--- src/rtl/kcs_irq_combiner.sv ---
module kcs_irq_combiner #(
  parameter bit ACTIVE_LOW = 1'b0
) (
  input  logic clk,
  input  logic rst_n,
  input  logic obf_set_i,
  input  logic atn_set_i,
  input  logic atn_clr_i,
  input  logic atn_irq_req_i,
  input  logic rd_data_i,
  input  logic rd_stat_i,
  input  logic use_irq_i,
  input  logic irq_en_i,
  output logic irq_o,
  output logic atn_stat_o
);

  logic obf_pend_q, atn_pend_q, line_q, stat_q;
  logic obf_pend_d, atn_pend_d, line_d, stat_d;
  logic allow;

  assign allow = use_irq_i & irq_en_i;

  always_comb begin
    obf_pend_d = obf_pend_q;
    atn_pend_d = atn_pend_q;
    line_d     = line_q;
    stat_d     = stat_q;

    if (atn_clr_i) begin
      stat_d = 1'b0;
      if (atn_pend_d) begin
        atn_pend_d = 1'b0;
        if (!obf_pend_d) line_d = 1'b0;
      end
    end else if (atn_set_i) begin
      stat_d = 1'b1;
      if (atn_irq_req_i && !atn_pend_d) begin
        atn_pend_d = 1'b1;
        if (!obf_pend_d && allow) line_d = 1'b1;
      end
    end

    if (obf_set_i && !obf_pend_d) begin
      obf_pend_d = 1'b1;
      if (!atn_pend_d && allow) line_d = 1'b1;
    end

    if (rd_data_i && obf_pend_d) begin
      obf_pend_d = 1'b0;
      if (!atn_pend_d) line_d = 1'b0;
    end

    if (rd_stat_i && atn_pend_d) begin
      atn_pend_d = 1'b0;
      if (!obf_pend_d) line_d = 1'b0;
    end
  end

  always_ff @(posedge clk) begin
    if (!rst_n) begin
      obf_pend_q <= 1'b0;
      atn_pend_q <= 1'b0;
      line_q     <= 1'b0;
      stat_q     <= 1'b0;
    end else begin
      obf_pend_q <= obf_pend_d;
      atn_pend_q <= atn_pend_d;
      line_q     <= line_d;
      stat_q     <= stat_d;
    end
  end

  assign irq_o      = line_q ^ ACTIVE_LOW;
  assign atn_stat_o = stat_q;

  AST_LINE_HAS_SOURCE: assert property (@(posedge clk) disable iff (!rst_n)
    line_q |-> (obf_pend_q || atn_pend_q));
  AST_NO_RAISE_DISABLED: assert property (@(posedge clk) disable iff (!rst_n)
    (line_q && !$past(line_q)) |-> $past(use_irq_i && irq_en_i));
  AST_DATA_READ_CLEARS: assert property (@(posedge clk) disable iff (!rst_n)
    rd_data_i |=> !obf_pend_q);
  AST_STAT_READ_CLEARS: assert property (@(posedge clk) disable iff (!rst_n)
    rd_stat_i |=> !atn_pend_q);
  AST_ATN_CLEAR: assert property (@(posedge clk) disable iff (!rst_n)
    atn_clr_i |=> (!atn_pend_q && !stat_q));
  AST_QUIET_STABLE: assert property (@(posedge clk) disable iff (!rst_n)
    !(obf_set_i || atn_set_i || atn_clr_i || rd_data_i || rd_stat_i) |=> $stable(line_q));

endmodule

--- config.mk ---
export PLATFORM = sky130hd
export DESIGN_NAME = kcs_irq_combiner
export DESIGN_NICKNAME = d
export VERILOG_FILES = /design/src/rtl/kcs_irq_combiner.sv
export SDC_FILE = /design/constraint.sdc
export NUM_CORES = 1
export LEC_CHECK = 0
export BUFFER_PORTS_ARGS = -buffer_cell sky130_fd_sc_hd__buf_2
export CAP_MARGIN = 25
export CORE_AREA = 2 2 39 41
export CTS_CLUSTER_DIAMETER = 120
export DETAILED_ROUTE_END_ITERATION = 10
export DIE_AREA = 0 0 41 43
export GPL_TIMING_DRIVEN = 1
export MAX_ROUTING_LAYER = met4
export PLACE_DENSITY = 0.35
export SETUP_SLACK_MARGIN = 0.1
export SYNTH_ARGS = -nofsm -noshare
export SYNTH_HDL_FRONTEND = slang
export SYNTH_SLANG_ARGS = --single-unit
--- constraint.sdc ---
create_clock -name clk -period 1.6 [get_ports clk]
set_input_delay 0.16 -clock clk [delete_from_list [all_inputs] [get_ports clk]]
set_output_delay 0.16 -clock clk [all_outputs]
set_load 0.01 [all_outputs]
; ---- Word-level counts from Yosys, hierarchy flattened
; Index checks and enable logic that the tools add are counted.
[totals]
wordCells = 34
input_bits = 10
out_inout_bits = 2
regBits = 4
[classes]
bitwise = 2
muxes = 17
n_reduce_logical = 11
[ops]
columns = cell, n
row1 = $mux W1, 17
row2 = $logic_and A1 B1 Y1, 6
row3 = $reduce_or A2 Y1, 2
row4 = $logic_not A1 Y1, 3
row5 = $and A1 B1 Y1, 1
row6 = $not A1 Y1, 1

; ---- Logic depth before layout (Yosys ltp)
[depth]
word_depth = 13
mapped_depth = 3
depth_no_buf = 3

; ---- Least setup slack after synthesis
; No wires, ideal clock.
[synth_path]
kind = reg2reg
start = reg obf_pend_q
end = reg line_q (netlist: irq_o)
t_required_ps = 1521
path_buffers = 0
arrival_ps = 797
setup_slack_ps = 724
path_stages_with_launch = 4
path_cell_list = dfxtp_1 > o21bai_1 > a211o_1 > a22oi_1
[synth_between]
elab_chain_cells = 12
[synth_rtl]
columns = item, line_no
row1 = "start, declared", 18  ; logic obf_pend_q, atn_pend_q, line_q, stat_q;
row2 = "start signal, assigned", 67  ; obf_pend_q <= obf_pend_d;
row3 = $logic_not A1 Y1, "40, 44"
row4 = $logic_and A1 B1 Y1, 40  ; if (!obf_pend_d && allow) line_d = 1'b1;
row5 = $mux W1, 40
row6 = $mux W1, 38  ; if (atn_irq_req_i && !atn_pend_d) begin
row7 = $mux W1, 36  ; end else if (atn_set_i) begin
row8 = $mux W1, 30  ; if (atn_clr_i) begin
row9 = $mux W1, 46  ; if (!atn_pend_d && allow) line_d = 1'b1;
row10 = $mux W1, 44  ; if (obf_set_i && !obf_pend_d) begin
row11 = $mux W1, 51  ; if (!atn_pend_d) line_d = 1'b0;
row12 = $mux W1, 49  ; if (rd_data_i && obf_pend_d) begin
row13 = $mux W1, 56  ; if (!obf_pend_d) line_d = 1'b0;
row14 = $mux W1 *, 54  ; if (rd_stat_i && atn_pend_d) begin
row15 = "end signal, assigned", 69  ; line_q <= line_d;
row16 = "end, declared", 18
; Mark *: on every way between the ends. The rest lies on a longest branch, timed or not.
; A chain may end at the register's enable or synchronous reset.

; ---- Worst setup path after layout
; Ends and elaborated chain as after synthesis.

==> impl_metrics.toml <==
[synthesis]
syn_nets = 32
yosysUniqueCellTypes = 15
ys_seq_area_share_pct = 42.67
synth_area_um2 = 187.7
yosysWarnings = 0
syn_area_per_cell_um2 = 8.531
synth_cells = 22
synth-seq-cells = 4

[placement]
place_hpwl_um = 410.2
place_area_um2 = 262.8
gp_congestion = 0.6492
io_buffers = 11
place_inst = 49

[final_layout]
final_cell_mix = "buf_2 (11), dfxtp_1 (4), nor2_1 (3), clkbuf_4 (3)"
final_common_cell = "buf_2"
drive_above_1_share_pct = 38.89
instances_no_fill = 52
finalNetCount = 48
antenna_cells = 0
area_growth_syn_to_layout_pct = 52.00
final_area_um2 = 285.3

[timing]
fin_crit_sh_pct = 60.72
relSlewSlack_pct = 83.89
grt_setup_unrepaired = "no"
setup-violations-final = 0
fin_crit_ps = 971.5
worst_pin_slew_ps = 241.7
fin_tns_setup_ps = 0
slew_violations = 0
fin_skew_ps = 0.7779
final_hold_viol_count = 0
max_freq_ghz = 1.029

[critical_path]
worstSetupPathType = "reg2reg"
critical_path.slowest_cell = "dfxtp_1"
cp-end-kind = "flop"
path_cells = "o21bai_1 > a211o_1 > a22oi_1"
r2r_cells = 3
critPathLaunch = "obf_pend_q$_SDFF_PN0_"
reg2reg_slack_ps = 630
critical_path_required_ps = 1760
critPathMaxFanout = 4
r2r-end = "irq_o$_SDFF_PN0_"
start_kind = "flop"
r2r-start = "obf_pend_q$_SDFF_PN0_"
cp_slowest_stage_delay_ps = 360
setup.worst_path.end = "irq_o$_SDFF_PN0_"
arrival_ps = 1130

[global_route]
antenna_found_initial = 0
grt_pass1_wl_um = 834
grt_pass1_vias = 216
grt_overflow = 0
grt_use_total_pct = 7.835
grt_start_max_net_pins = 7

[floorplan]
row_count = 14
io_pins = 12
die_h_um = 43
die-area_um2 = 1763
core_um2 = 1384
initial_core_util_pct = 13.56
die_w_um = 41

[pwr]
p_leak_nw = 0.1331
peakVddDrop_uv = 167.0
p_per_area_nw_per_um2 = 944.8
power.total_mw = 0.2695

[routing]
via_per_inst = 4.058
drt_iter0_drc = 4
avgRoutedWirePerCell_um = 10.06
wl_um = 523
vias = 211
ant_nets = 0
drc_errors = 0
drt_pass1_iterations = 2

[outcome]
status = "finished clean"

[hold_path]
hold_path.class = "in2reg"

[clock_tree]
cts_max_level = 1
cts_sinks = 4
clockRootBuffer = "clkbuf_4"
post-cts-setup-buffer-count = 0
clk_pin_slew_ps = 40
clock_path_buffers = 2
cts_buffers = 3
tritoncts = "yes"
cts_resized = 0
clk_latency_ps = 240
holdBufCountCts = 0

[job]
cap_violations = 0
synth_stat cells:
master / instances / area share [%]
dfxtp_1: 4 / 43
nor2_1: 3 / 6.0
inv_1: 2 / 4.0
o21ai_0: 2 / 5.3
a211o_1: 1 / 4.7
a21oi_1: 1 / 2.7
a22oi_1: 1 / 4.0
and3b_1: 1 / 4.7
and4b_1: 1 / 5.3
nand2_1: 1 / 2.0
nand2b_1: 1 / 3.3
nor3_1: 1 / 2.7
o211ai_1: 1 / 4.0
o21bai_1: 1 / 4.0
o221ai_1: 1 / 4.7
worst max-delay path, delay by kind of cell, from the launching register on:
family / cells / cell delay (ps)
AO/OA/AOI/OAI: 3 / 530
flip-flops: 1 / 360
flip-flops by register name (all words and copies together), names as in the netlist:
register    count
atn_pend_q      1
atn_stat_o      1
irq_o           1
obf_pend_q      1
where the power goes:
| group | total (mW) | switching (mW) | internal, mW |
|---|---|---|---|
| logic | 0.0323 | 0.0157 | 0.0166 |
| registers | 0.107 | 0.00256 | 0.104 |
| clock network | 0.130 | 0.0462 | 0.0843 |
per-layer routing:
metal  GRT usage [%]  share of wire (%)  wire (µm)
met2           7.500                 34        178
met4           8.000                  0          0
met3           3.141                 14         72
met5               -                  0          0
met1           11.00                 52        272
worst min-delay path by stage:
stage	start	slack, ps	cells after the start	endpoint
after floorplan	rd_stat_i	240	1	atn_pend_q$_SDFF_PP0_
after global placement	rd_stat_i	360	2	atn_pend_q$_SDFF_PP0_
after detailed placement	rd_stat_i	360	2	atn_pend_q$_SDFF_PP0_
after CTS	rd_stat_i	100	2	atn_pend_q$_SDFF_PP0_
after global routing	rd_stat_i	120	2	atn_pend_q$_SDFF_PP0_
final	rd_stat_i	110	2	atn_pend_q$_SDFF_PP0_
metrics by stage:
step / hold WS [ps] / utilization, % / setup WS, ps
floorplan: 238.9 / - / 723.8
global placement: 356.1 / 18.99 / 673.9
detailed placement: 357.1 / 18.99 / 630.7
CTS: 102.2 / 20.61 / 610.4
global route: 122.3 / 20.61 / 548.1
finish: 109.1 / 20.61 / 628.5
cell type report:
cell class	count	area (µm²)
Clock buffer	3	22.52
Fill cell	154	1099
Inverter	2	7.507
Multi-Input combinational cell	16	100.1
Sequential cell	4	80.08
Tap cell	16	20.02
Timing Repair Buffer	11	55.05
cell families after synthesis:
family	count (synthesis)	synth area share, %
AO/OA/AOI/OAI	8	29.34
buffers and inverters	2	4.001
flip-flops	4	42.67
AND/OR/NAND/NOR	8	24.00
(Power assumes the default switching activity.)
